### src/rtl/xlate_pkg.sv
package xlate_pkg;
   typedef enum logic [1:0] {
      AREA_LOW  = 2'd0,
      AREA_BANK = 2'd1,
      AREA_HIGH = 2'd2
   } area_e;

   localparam int NUM_REGS  = 3;
   localparam int IDX_BOUND = 0;
   localparam int IDX_BANK  = 1;
   localparam int IDX_COM   = 2;
endpackage

### src/rtl/xlate_regs.sv
module xlate_regs
   import xlate_pkg::*;
#(
   parameter int DATA_W = 8,
   parameter int PORT_W = 8,
   parameter logic [PORT_W-1:0] PORT_BASE = 8'h38,
   parameter logic [DATA_W-1:0] BOUND_RST = 8'hF0,
   parameter logic [DATA_W-1:0] BANK_RST  = 8'h00,
   parameter logic [DATA_W-1:0] COM_RST   = 8'h00
) (
   input  logic              clk,
   input  logic              rst_n,
   input  logic [PORT_W-1:0] io_addr,
   input  logic [DATA_W-1:0] io_wdata,
   input  logic              io_wr,
   input  logic              io_rd,
   output logic [DATA_W-1:0] io_rdata,
   output logic              io_sel,
   output logic [DATA_W-1:0] bound_q,
   output logic [DATA_W-1:0] bank_q,
   output logic [DATA_W-1:0] com_q
);
   localparam logic [DATA_W-1:0] RST_VAL [NUM_REGS] = '{BOUND_RST, BANK_RST, COM_RST};

   logic [PORT_W-1:0] idx;
   logic              hit;
   logic [DATA_W-1:0] regs_q [NUM_REGS];

   assign idx = io_addr - PORT_BASE;
   assign hit = (idx < PORT_W'(NUM_REGS));

   for (genvar i = 0; i < NUM_REGS; i++) begin : g_reg
      always_ff @(posedge clk) begin
         if (!rst_n)
            regs_q[i] <= RST_VAL[i];
         else if (io_wr && (idx == PORT_W'(i)))
            regs_q[i] <= io_wdata;
      end
   end

   always_comb begin
      io_rdata = '0;
      for (int i = 0; i < NUM_REGS; i++)
         if (io_rd && (idx == PORT_W'(i)))
            io_rdata = regs_q[i];
   end

   assign io_sel  = io_rd && hit;
   assign bound_q = regs_q[IDX_BOUND];
   assign bank_q  = regs_q[IDX_BANK];
   assign com_q   = regs_q[IDX_COM];
endmodule

### src/rtl/xlate_area_decode.sv
module xlate_area_decode
   import xlate_pkg::*;
#(
   parameter int PAGE_W = 4
) (
   input  logic [PAGE_W-1:0] page,
   input  logic [PAGE_W-1:0] high_start,
   input  logic [PAGE_W-1:0] bank_start,
   output area_e             area
);
   always_comb begin
      if (page >= high_start)
         area = AREA_HIGH;
      else if (page >= bank_start)
         area = AREA_BANK;
      else
         area = AREA_LOW;
   end
endmodule

### src/rtl/xlate_offset_add.sv
module xlate_offset_add #(
   parameter int LA_W   = 16,
   parameter int PA_W   = 20,
   parameter int BASE_W = 8
) (
   input  logic [LA_W-1:0]   log_addr,
   input  logic [BASE_W-1:0] base,
   output logic [PA_W-1:0]   phys_addr
);
   localparam int OFF_W = PA_W - BASE_W;

   logic [PA_W-1:0] la_ext;
   logic [PA_W-1:0] base_ext;

   assign la_ext    = {{(PA_W-LA_W){1'b0}}, log_addr};
   assign base_ext  = {base, {OFF_W{1'b0}}};
   assign phys_addr = la_ext + base_ext;
endmodule

### src/rtl/banked_addr_xlate.sv
module banked_addr_xlate
   import xlate_pkg::*;
#(
   parameter int LA_W   = 16,
   parameter int PA_W   = 20,
   parameter int PAGE_W = 4,
   parameter int DATA_W = 8,
   parameter int PORT_W = 8,
   parameter logic [PORT_W-1:0] PORT_BASE = 8'h38,
   parameter logic [DATA_W-1:0] BOUND_RST = 8'hF0,
   parameter logic [DATA_W-1:0] BANK_RST  = 8'h00,
   parameter logic [DATA_W-1:0] COM_RST   = 8'h00
) (
   input  logic              clk,
   input  logic              rst_n,
   input  logic [PORT_W-1:0] io_addr,
   input  logic [DATA_W-1:0] io_wdata,
   input  logic              io_wr,
   input  logic              io_rd,
   output logic [DATA_W-1:0] io_rdata,
   output logic              io_sel,
   input  logic [LA_W-1:0]   log_addr,
   output logic [PA_W-1:0]   phys_addr
);
   localparam int OFF_W  = LA_W - PAGE_W;
   localparam int BASE_W = PA_W - OFF_W;

   if (DATA_W != 2 * PAGE_W) begin : g_bad_bound
      $fatal(1, "boundary register must hold two page numbers");
   end
   if (BASE_W > DATA_W || BASE_W < 1) begin : g_bad_base
      $fatal(1, "base register too narrow for physical width");
   end
   if (PA_W <= LA_W) begin : g_bad_widths
      $fatal(1, "physical width must exceed logical width");
   end

   logic [DATA_W-1:0] bound_q, bank_q, com_q;
   logic [BASE_W-1:0] sel_base;
   area_e             area;

   xlate_regs #(
      .DATA_W(DATA_W), .PORT_W(PORT_W), .PORT_BASE(PORT_BASE),
      .BOUND_RST(BOUND_RST), .BANK_RST(BANK_RST), .COM_RST(COM_RST)
   ) u_regs (
      .clk(clk), .rst_n(rst_n), .io_addr(io_addr), .io_wdata(io_wdata),
      .io_wr(io_wr), .io_rd(io_rd), .io_rdata(io_rdata), .io_sel(io_sel),
      .bound_q(bound_q), .bank_q(bank_q), .com_q(com_q)
   );

   xlate_area_decode #(.PAGE_W(PAGE_W)) u_decode (
      .page      (log_addr[LA_W-1:OFF_W]),
      .high_start(bound_q[DATA_W-1:PAGE_W]),
      .bank_start(bound_q[PAGE_W-1:0]),
      .area      (area)
   );

   always_comb begin
      unique case (area)
         AREA_HIGH: sel_base = com_q[BASE_W-1:0];
         AREA_BANK: sel_base = bank_q[BASE_W-1:0];
         default:   sel_base = '0;
      endcase
   end

   xlate_offset_add #(.LA_W(LA_W), .PA_W(PA_W), .BASE_W(BASE_W)) u_add (
      .log_addr (log_addr),
      .base     (sel_base),
      .phys_addr(phys_addr)
   );
endmodule

### config.mk
export PLATFORM = sky130hd
export DESIGN_NAME = banked_addr_xlate
export DESIGN_NICKNAME = d
export VERILOG_FILES = /design/src/rtl/xlate_pkg.sv /design/src/rtl/xlate_regs.sv /design/src/rtl/xlate_area_decode.sv /design/src/rtl/xlate_offset_add.sv /design/src/rtl/banked_addr_xlate.sv
export SDC_FILE = /design/constraint.sdc
export NUM_CORES = 1
export LEC_CHECK = 0
export ABC_CLOCK_PERIOD_IN_PS = 6800
export BUFFER_PORTS_ARGS = -buffer_cell sky130_fd_sc_hd__buf_2
export CORE_MARGIN = 2
export CORE_UTILIZATION = 35
export CTS_CLUSTER_DIAMETER = 60
export CTS_CLUSTER_SIZE = 14
export DETAILED_ROUTE_END_ITERATION = 8
export SKIP_LAST_GASP = 1
export SYNTH_ARGS = -nofsm -noshare
export SYNTH_HDL_FRONTEND = slang
export SYNTH_SLANG_ARGS = --single-unit
### constraint.sdc
create_clock -name clk -period 6.8 [get_ports clk]
set_input_delay 1.02 -clock clk [delete_from_list [all_inputs] [get_ports clk]]
set_output_delay 1.02 -clock clk [all_outputs]
set_load 0.05 [all_outputs]
==> results by group <==
Clock network
  • Root buffer cell: clkbuf_8
  • TritonCTS clock tree: built
  • Maximum number of buffers from clock root to sink: 2
  • Clock sink count: 24
  • Clock-pin slew of the registers on the worst-case setup and hold paths: approximately 80 ps
  • Number of H-tree levels: 1
  • CTS Buf Count: 3
  • Hold-fix buffer count after cts: 0
  • Setup Buffers After CTS: 0
  • Resized Gates After CTS: 0

Floorplan
  • Standard cell core area: 5110 um2
  • Num ports: 65
  • Width of the chip: ~77 um
  • Die Area: just under 6000 um2
  • Initial standard-cell utilization of the core: 0.361
  • Total number of placement rows: 26
  • Die H: around 77 um

Route
  • Post-DR vias/cell: approximately 4.9
  • Routed WL per cell: roughly 14 um
  • # DRC: 0
  • Drt first-iter violations: 76
  • Drt pass-1 iters: 4
  • Aggregate routed wire length: just over 4000 um
  • DR vias: around 1400
  • Final antenna-violating net count: 0

Power
  • Total power: 0.391 mW
  • Worst VDD drop: about 0.062 mV
  • Leakage dissipation: approximately 0.96 nW
  • PD cells: 187 nW/um2

Place
  • # port buffers: 40
  • Global placement routability congestion: around 0.74
  • Half-perimeter wire length of the detailed placement result: between 3000 and 4000 um
  • Pre-CTS setup slack: 1690 ps

Logic synthesis
  • Synthesis-stage register bit count: 24
  • Count of distinct cell types in the synthesized netlist: 33
  • Fraction of the yosys area taken by sequential cells: 0.391
  • Portion of synthesized cell area occupied by the leading cell type: 0.391
  • Synthesized netlist cell count: around 190
  • Largest area contributor in the synthesized netlist: edfxtp_1
  • Net count after synthesis: 236
  • Count of synthesis-stage warnings from yosys: 0
  • Syn Std Cell Area: approximately 1800 um2
  • Avg Cell Area, Syn: 9.92 um2
  • Synth area leaders: edfxtp_1, ha_1, and2_1

Worst setup path
  • Origin of the worst setup path: log_addr[12]
  • Cell family with most CP delay: compound AO/OA/AOI/OAI gates
  • Type of the worst setup path: primary input to output port
  • Data required time of the critical path: around 5800 ps
  • Sum of buffers and inverters on the critical path: 4
  • Ordered cell list for the critical path: buf_2 > inv_1 > ha_1 > nand2b_1 > a2111o_1 > and3_1 > a22oi_1 > inv_1 > ha_1 > a21o_1 > a21o_1 > a21oi_1 > a221oi_2 > xnor2_1 > buf_2
  • Worst setup SP type: primary input
  • Peak fanout along the critical path: 5
  • Worst setup EP type: output port
  • Delay of the slowest cell on the worst path: around 480 ps
  • CP Data Arrival Time: between 4000 and 5000 ps
  • Slowest cell on the critical path: a2111o_1

STA
  • Normalized max-slew margin: 0.442
  • Transition time at the pin with the least slew margin: 836 ps
  • Setup repair after global routing missed its margin: no
  • Final Hold Viols: 0
  • Final Max Slew Viols: 0
  • Worst setup slack after layout: roughly 1700 ps
  • Highest clock rate: around 0.2 GHz
  • Total setup violations reported at the end of the flow: 0
  • Worst Hold Slack: approximately 1000 ps
  • Sum of negative setup slack: 0 ps
  • Final critical-path share of the clock period: 0.751
  • Min Clock Period, post-route: roughly 5000 ps

Cells and area
  • Number of nets in the final layout: between 200 and 300
  • Number of filler instances in the final layout: between 500 and 600
  • Flip-flop count of the largest register after layout: 24
  • Most used cells in the layout excluding fill and tap cells: buf_2, edfxtp_1, and2_1
  • Registers with the most flip-flops: u_regs.regs_q x24
  • Share of final-layout standard cells stronger than drive strength 1: 0.250
  • Largest register by flop count: u_regs.regs_q
  • Area Growth Syn to Fin: 13.1%
  • Finished Core Util: 0.409
  • Most common library cell in the layout ignoring fill and taps: buf_2
  • Diodes inserted: 0

Job
  • Max-cap violations: 0

Global routing
  • Congestion Overflow GR: 0
  • Via count of the first global-routing pass: between 1000 and 1500
  • Number of antenna violations at the first check in global routing: 0
  • Wire length of the first global-routing pass: 6390 um
  • Total routing resource utilization after global routing: 0.139
  • Pin count of the biggest net entering global routing: 15

Hold path
  • Min-delay worst type: primary input to register
  • Hold Crit Start: io_wdata[6]

Run status
  • Run status: finished, final reports clean
## power by group
part,switching (mW),total (mW),internal (mW)
logic,0.0931,0.135,0.0421
registers,0.00546,0.176,0.170
clock network,0.0404,0.0806,0.0402
total,0.139,0.391,0.252
## worst paths after layout
kind	end	slack, ps	depth (start not counted)
setup / recovery	phys_addr[19]	1700	15
hold / removal	u_regs.regs_q[0][6]	1040	2
## cells in the mapped netlist, drive strengths merged
library cell	number
and2	20
buf	13
a21oi	13
and4	3
mux2i	8
nor3	1
xor2	6
or3b	1
ha	13
nor2b	3
nand4	3
edfxtp	24
a21o	4
a2111o	1
or4b	1
a22o	3
o31ai	1
o211a	1
nor2	17
nand2	9
xnor2	2
nand2b	7
clkbuf	3
o21ai	4
inv	13
a221oi	2
nand3	5
a211oi	1
and3	1
fa	1
a22oi	2
## layout make-up
| cell class | count | area, um2 | area share |
|---|---|---|---|
| clock buffer | 3 | 41.3 | 0.0198 |
| timing repair buffer | 42 | 215 | 0.103 |
| clock inverter | 1 | 3.75 | 0.00180 |
| inverter | 13 | 48.8 | 0.0234 |
| sequential | 24 | 721 | 0.345 |
| tap | 70 | 87.6 | 0.0420 |
| multi-input combinational | 133 | 970 | 0.465 |
## metrics by stage
step           instance area (um2)  cells
2_1_floorplan                 1850    186
3_3_place_gp                  2040    282
3_5_place_dp                  2040    282
4_1_cts                       2090    286
5_1_grt                       2090    286
6_report                      2090    286
## cells by family (layout without fill, tap and decap cells)
| logic type | count (synthesis) | after routing | synth area share |
|---|---|---|---|
| simple gates | 71 | 71 | 0.222 |
| compound gates | 32 | 32 | 0.123 |
| flops | 24 | 24 | 0.391 |
| fa+ha+maj | 14 | 14 | 0.0990 |
| xor+xnor | 8 | 8 | 0.0380 |
| mux | 8 | 8 | 0.0434 |
| buf+inv | 29 | 59 | 0.0841 |
## routing by layer
metal  global-route usage  wire, um  up-vias
met1                0.184      1820      632
met4               0.0418        32        0
met5                    0         0        -
li1                     -         -      710
met3               0.0154       231        2
met2                0.239      1950       53
Power figures use the tool's default switching activity.
